File: src/rtl/btm_pkg.sv
package btm_pkg;

  typedef enum logic [1:0] {
    ST_ARMED = 2'd0,
    ST_COUNT = 2'd1,
    ST_HELD  = 2'd2
  } btm_state_e;

  // Start condition: a low level in low-time mode, a falling edge in edge mode.
  function automatic logic start_hit(input logic level_mode, input logic rx_lvl,
                                     input logic rx_fall);
    return level_mode ? ~rx_lvl : rx_fall;
  endfunction

  // Stop condition: a rising edge in low-time mode, a falling edge in edge mode.
  function automatic logic stop_hit(input logic level_mode, input logic rx_fall,
                                    input logic rx_rise);
    return level_mode ? rx_rise : rx_fall;
  endfunction

endpackage

File: src/rtl/btm_rx_sync.sv
module btm_rx_sync #(
  parameter int STAGES = 2
) (
  input  logic clk,
  input  logic rst_n,
  input  logic rx_in,
  output logic rx_lvl,
  output logic rx_fall,
  output logic rx_rise
);
  logic [STAGES-1:0] chain;
  logic              last_lvl;

  for (genvar g = 0; g < STAGES; g++) begin : g_stage
    if (g == 0) begin : g_first
      always_ff @(posedge clk or negedge rst_n)
        if (!rst_n) chain[0] <= 1'b1;
        else        chain[0] <= rx_in;
    end else begin : g_next
      always_ff @(posedge clk or negedge rst_n)
        if (!rst_n) chain[g] <= 1'b1;
        else        chain[g] <= chain[g-1];
    end
  end

  always_ff @(posedge clk or negedge rst_n)
    if (!rst_n) last_lvl <= 1'b1;
    else        last_lvl <= chain[STAGES-1];

  assign rx_lvl  = chain[STAGES-1];
  assign rx_fall = last_lvl & ~rx_lvl;
  assign rx_rise = ~last_lvl & rx_lvl;


  fall_then_low_chk: assert property (@(posedge clk) disable iff (!rst_n)
    rx_fall |=> !rx_fall);
endmodule

File: src/rtl/btm_half_tick.sv
module btm_half_tick (
  input  logic clk,
  input  logic rst_n,
  input  logic run,
  input  logic src_en,
  output logic tick
);
  logic phase;

  always_ff @(posedge clk or negedge rst_n)
    if (!rst_n)      phase <= 1'b0;
    else if (!run)   phase <= 1'b0;
    else if (src_en) phase <= ~phase;

  assign tick = run & src_en & phase;


  half_rate_chk: assert property (@(posedge clk) disable iff (!rst_n)
    tick |=> !tick);
endmodule

File: src/rtl/btm_core.sv
module btm_core
  import btm_pkg::*;
#(
  parameter int CNT_W = 9
) (
  input  logic             clk,
  input  logic             rst_n,
  input  logic             enable,
  input  logic             level_mode,
  input  logic             ctl_wr,
  input  logic             rx_lvl,
  input  logic             rx_fall,
  input  logic             rx_rise,
  input  logic             tick,
  output logic [CNT_W-1:0] count,
  output logic             running,
  output logic             finished,
  output logic             overflow
);
  localparam logic [CNT_W-1:0] CNT_TOP = {CNT_W{1'b1}};

  function automatic logic [CNT_W:0] bump(input logic [CNT_W-1:0] v);
    return {(v == CNT_TOP), v + 1'b1};
  endfunction

  btm_state_e       state;
  logic             start_ev, stop_ev;
  logic [CNT_W:0]   bumped;

  assign start_ev = start_hit(level_mode, rx_lvl, rx_fall);
  assign stop_ev  = stop_hit(level_mode, rx_fall, rx_rise);
  assign bumped   = bump(count);

  always_ff @(posedge clk or negedge rst_n) begin
    if (!rst_n) begin
      state    <= ST_ARMED;
      count    <= '0;
      finished <= 1'b0;
      overflow <= 1'b0;
    end else if (!enable) begin
      state    <= ST_ARMED;
      count    <= '0;
      finished <= 1'b0;
      overflow <= 1'b0;
    end else begin
      if (ctl_wr) begin
        count    <= '0;
        overflow <= 1'b0;
      end
      case (state)
        ST_ARMED: if (start_ev) state <= ST_COUNT;
        ST_COUNT: begin
          if (stop_ev) begin
            state    <= ST_HELD;
            finished <= 1'b1;
          end else if (tick && !ctl_wr) begin
            count <= bumped[CNT_W-1:0];
            if (bumped[CNT_W]) overflow <= 1'b1;
          end
        end
        ST_HELD: if (ctl_wr) begin
          state    <= ST_ARMED;
          finished <= 1'b0;
        end
        default: state <= ST_ARMED;
      endcase
    end
  end

  assign running = (state == ST_COUNT);


  run_fin_excl_chk: assert property (@(posedge clk) disable iff (!rst_n)
    !(running && finished));

  idle_hold_chk: assert property (@(posedge clk) disable iff (!rst_n)
    !enable |=> (count == '0) && !running && !finished && !overflow);

  ctl_clear_chk: assert property (@(posedge clk) disable iff (!rst_n)
    ctl_wr |=> (count == '0) && !overflow);

  wrap_flag_chk: assert property (@(posedge clk) disable iff (!rst_n)
    $rose(overflow) |-> (count == '0) && running);

  frozen_result_chk: assert property (@(posedge clk) disable iff (!rst_n)
    (finished && enable && !ctl_wr) |=> finished && $stable(count) && $stable(overflow));
endmodule

File: src/rtl/bit_time_meter.sv
module bit_time_meter #(
  parameter int CNT_W       = 9,
  parameter int SYNC_STAGES = 2
) (
  input  logic             clk,
  input  logic             rst_n,
  input  logic             sclk_en,
  input  logic             rxd,
  input  logic [1:0]       mode_sel,
  input  logic             clk_sel,
  input  logic             ctl_wr,
  output logic [CNT_W-2:0] cnt_lo,
  output logic             cnt_msb,
  output logic             running,
  output logic             finished,
  output logic             overflow
);
  logic             rx_lvl, rx_fall, rx_rise;
  logic             src_en, tick, enable;
  logic [CNT_W-1:0] count;

  assign enable = |mode_sel;
  assign src_en = clk_sel ? sclk_en : 1'b1;

  btm_rx_sync #(.STAGES(SYNC_STAGES)) u_sync (
    .clk(clk), .rst_n(rst_n), .rx_in(rxd),
    .rx_lvl(rx_lvl), .rx_fall(rx_fall), .rx_rise(rx_rise)
  );

  btm_half_tick u_tick (
    .clk(clk), .rst_n(rst_n), .run(running), .src_en(src_en), .tick(tick)
  );

  btm_core #(.CNT_W(CNT_W)) u_core (
    .clk(clk), .rst_n(rst_n), .enable(enable), .level_mode(clk_sel),
    .ctl_wr(ctl_wr), .rx_lvl(rx_lvl), .rx_fall(rx_fall), .rx_rise(rx_rise),
    .tick(tick), .count(count), .running(running), .finished(finished),
    .overflow(overflow)
  );

  assign cnt_lo  = count[CNT_W-2:0];
  assign cnt_msb = count[CNT_W-1];


  count_quiet_chk: assert property (@(posedge clk) disable iff (!rst_n)
    (!running && enable && !ctl_wr) |=> $stable(count));
endmodule

File: config.mk
export PLATFORM = sky130hd
export DESIGN_NAME = bit_time_meter
export DESIGN_NICKNAME = d
export VERILOG_FILES = /design/src/rtl/btm_pkg.sv /design/src/rtl/btm_rx_sync.sv /design/src/rtl/btm_half_tick.sv /design/src/rtl/btm_core.sv /design/src/rtl/bit_time_meter.sv
export SDC_FILE = /design/constraint.sdc
export NUM_CORES = 1
export LEC_CHECK = 0
export ABC_AREA = 1
export CAP_MARGIN = 30
export CELL_PAD_IN_SITES_DETAIL_PLACEMENT = 1
export CELL_PAD_IN_SITES_GLOBAL_PLACEMENT = 1
export CORE_MARGIN = 5
export CORE_UTILIZATION = 34
export CTS_BUF_LIST = sky130_fd_sc_hd__clkbuf_4
export CTS_CLUSTER_DIAMETER = 80
export DETAILED_ROUTE_END_ITERATION = 10
export PLACE_DENSITY = 0.74
export SLEW_MARGIN = 20
export SYNTH_ARGS = -nofsm -noshare
export SYNTH_HDL_FRONTEND = slang
export SYNTH_SLANG_ARGS = --single-unit
export TNS_END_PERCENT = 100
File: constraint.sdc
create_clock -name clk -period 1.38 [get_ports clk]
set_input_delay 0.345 -clock clk [delete_from_list [all_inputs] [get_ports clk]]
set_output_delay 0.345 -clock clk [all_outputs]
set_load 0.01 [all_outputs]
==> impl_metrics.toml <==
[status]
outcome = "finished with violations"
violated_checks = "setup timing"

[power]
power_switching_share_pct = 32.8
netSwitchingPower_mw = 0.451
internal_power_mw = 0.925
power.share.combinational_pct = 35.3
seq_power_share_pct = 43.0
vdd.ir_drop.worst_v = 0.000752
totalPowerFinal_mw = 1.38
cellLeakagePower_nw = 0.709
p_clk_share_pct = 21.7
power-per-cell-area_nw_per_um2 = 902

[clock_network]
htreeDepth = 1
tritoncts = "done"
cts_made_buffers = 3
clock_latency_ps = 290
clkSlewWorstSetupHoldPaths_ps = 110
ctsRootBufferMaster = "sky130_fd_sc_hd__clkbuf_4"
max-clock-path-buffers = 2
cts.hold.buffers_added = 0
cts.sinks = 17

[drt]
detailedRoute.firstPassIterationCount = 4
post_detailed_route_drc_marker_count = 0
routed_wirelength_um = 3120
initialDrtViolationCount = 27
via_per_inst = 4.84
post_drt_wl_per_cell_um = 15.7
num_vias = 958
remaining_antenna_violation_count = 0

[worst_setup_path]
crit_path_max_fanout = 4
regToRegSetupSlack_ps = -40
crit_end = "u_core.count[7]"
critPathRequiredTime_ps = 1620
r2r-end = "u_core.count[7]"
timing.critical_path.from = "u_core.state[1]"
worst_setup_path_end_kind = "register"
startpoint_of_the_worst_register_to_register_path = "u_core.state[1]"
crit_path_start_kind = "register"
critPathArrivalTime_ps = 1660
setup.worst_path.class = "register to register"
reg2reg_depth = 8

[timing]
hold_viol_final = 0
period_utilisation_layout_pct = 103
post_route_setup_tns_ps = -65.5
max_clock_freq_mhz = 702
timing_worst_slew_pin_value_ps = 239
holdWs_ps = 363
finalMaxSlewViolations = 0
setup_ws_ps = -44.4
setup_viol = 4
finalClockSkew_ps = 13.2
post-route-min-period_ps = 1420
timing.slew.headroom_pct = 84.0
grt_setup_unrepaired = "yes"

[global_routing]
track_usage_pct = 15.1
number_of_global_route_vias_before_repair = 1039
grt_antenna_before_repair = 0
gr-total-overflow = 0
maximum_number_of_pins_on_one_net_before_global_route_repair = 18
grt_pass1_wl_um = 4850

[synth]
number_of_synthesized_register_bits = 17
synth_seq_area_share_pct = 46.4
synth.avg_cell_area_um2 = 8.04
synth_nets = 125
yosys_warnings = 0
synth_top_area_share_pct = 37.9
synth.lib_cells_used.distinct = 20
yosys.area.top_type = "sky130_fd_sc_hd__dfrtp_1"
synth_cells = 115
synth_area_um2 = 925
synth.top_cells.by_area = "sky130_fd_sc_hd__dfrtp_1, sky130_fd_sc_hd__nand2_1, sky130_fd_sc_hd__dfstp_2, sky130_fd_sc_hd__nor2_1, sky130_fd_sc_hd__inv_1"

[layout]
layout.cells.most_common = "sky130_fd_sc_hd__buf_4"
final_area_um2 = 1530
layout-drive-gt1-share_pct = 46.1
layout.core_utilization_pct = 56.8
seq_area_um2 = 430
synthToLayoutAreaGrowth_pct = 65.1
commonest_non_fill_non_tap_cells_in_the_layout = "sky130_fd_sc_hd__buf_4, sky130_fd_sc_hd__nand2_1, sky130_fd_sc_hd__nor2_1, sky130_fd_sc_hd__dfrtp_1, sky130_fd_sc_hd__inv_1"
layout.cells.non_filler = 198
nets = 178
multi_input_comb_area_um2 = 554
n_fill_cell = 321
antenna-diode-count = 0

[hold_path]
timing.hold.worst.class = "register to register"

[run]
cap_violations = 0

[floorplan]
boundaryPins = 20
fp.dieArea_um2 = 3860
initial_utilization_pct = 34.4
number_of_rows_in_the_core_area = 19
dieHeight_um = 62.2
fp.coreArea_um2 = 2690
die_w_um = 62.2

[place]
dpl-instance-area_um2 = 1290
number_of_input_and_output_port_buffers_inserted = 19
place.gp.congestion = 0.802
place_ws_ps = -333
count_of_placed_standard_cells_including_taps = 183
dp_hpwl_um = 1960
[worst max-delay path: stages, from the launching register on]
cell and delay [ps]:
sky130_fd_sc_hd__dfrtp_2 440, sky130_fd_sc_hd__buf_12 130, sky130_fd_sc_hd__nor2_8 80, sky130_fd_sc_hd__buf_6 120
sky130_fd_sc_hd__nand3_4 130, sky130_fd_sc_hd__buf_4 180, sky130_fd_sc_hd__nor2_1 130, sky130_fd_sc_hd__a21oi_1 80
sky130_fd_sc_hd__nor2_1 90
[power by group through the flow]
stage | clock [mW] | sequential, mW | combinational [mW]
after detailed placement | 0 | 0.596 | 0.390
final | 0.299 | 0.591 | 0.486
after floorplan | 0 | 0.606 | 0.183
after CTS | 0.301 | 0.589 | 0.372
after global placement | 0 | 0.594 | 0.382
after global routing | 0.333 | 0.596 | 0.525
[metal layers]
layer | track usage (%) | wire, um | vias up
met4 | 3.25 | 13 | 0
met3 | 2.34 | 74 | 2
met2 | 27.6 | 1660 | 16
met1 | 18.5 | 1370 | 467
li1 | - | - | 473
met5 | 0 | 0 | -
[final cells by class]
class / count / area share [%]
Sequential cell: 17 / 28.2
Timing Repair Buffer: 47 / 27.0
Inverter: 16 / 3.93
Tap cell: 31 / 2.54
Multi-Input combinational cell: 83 / 36.3
Clock buffer: 4 / 1.97
[registers in the layout, indices dropped and copies added (netlist names)]
name,count
u_core.state,2
u_tick.phase,1
u_sync.rx_lvl,1
u_sync.chain,1
u_sync.last_lvl,1
u_core.count,9
u_core.finished,1
u_core.overflow,1
[cell families after synthesis]
logic type      Yosys count  synth area share (%)
simple gates             60                  32.7
buf+inv                  16                  6.50
compound gates           20                  11.6
flops                    17                  46.4
fa+ha+maj                 2                  2.71
[worst min-delay path by stage]
stage	startpoint	cells after the start	slack [ps]	endpoint
after floorplan	rst_n	0	50	u_core.count[0]
after global placement	u_sync.chain[0]	0	350	u_sync.rx_lvl
after detailed placement	u_sync.chain[0]	0	350	u_sync.rx_lvl
after CTS	u_sync.chain[0]	0	370	u_sync.rx_lvl
after global routing	u_sync.chain[0]	0	370	u_sync.rx_lvl
final	u_sync.chain[0]	0	360	u_sync.rx_lvl
[synth_stat cells]
| cell | n |
|---|---|
| sky130_fd_sc_hd__inv_2 | 2 |
| sky130_fd_sc_hd__nand2_1 | 22 |
| sky130_fd_sc_hd__dfrtp_1 | 14 |
| sky130_fd_sc_hd__o21a_1 | 1 |
| sky130_fd_sc_hd__ha_1 | 2 |
| sky130_fd_sc_hd__a31o_2 | 1 |
| sky130_fd_sc_hd__inv_1 | 14 |
| sky130_fd_sc_hd__nor2_8 | 2 |
| sky130_fd_sc_hd__dfstp_2 | 3 |
| sky130_fd_sc_hd__nand2_2 | 3 |
| sky130_fd_sc_hd__nand3_4 | 1 |
| sky130_fd_sc_hd__o21ai_1 | 1 |
| sky130_fd_sc_hd__nor3_1 | 1 |
| sky130_fd_sc_hd__o22ai_1 | 1 |
| sky130_fd_sc_hd__o21ai_0 | 8 |
| sky130_fd_sc_hd__nand4_1 | 2 |
| sky130_fd_sc_hd__nand3_1 | 6 |
| sky130_fd_sc_hd__nor2_1 | 19 |
| sky130_fd_sc_hd__nor2_2 | 4 |
| sky130_fd_sc_hd__a21oi_1 | 8 |
[repair_timing]
| item | 4_1_cts | 5_1_grt |
|---|---|---|
| pin swaps | 6 | 16 |
| setup endpoints to repair | 22 | 18 |
| gates resized for setup | 33 | 32 |
| gates cloned | 0 | 1 |
| buffers inserted | 5 | 6 |
Note: power is estimated with default switching activity, not from simulation.
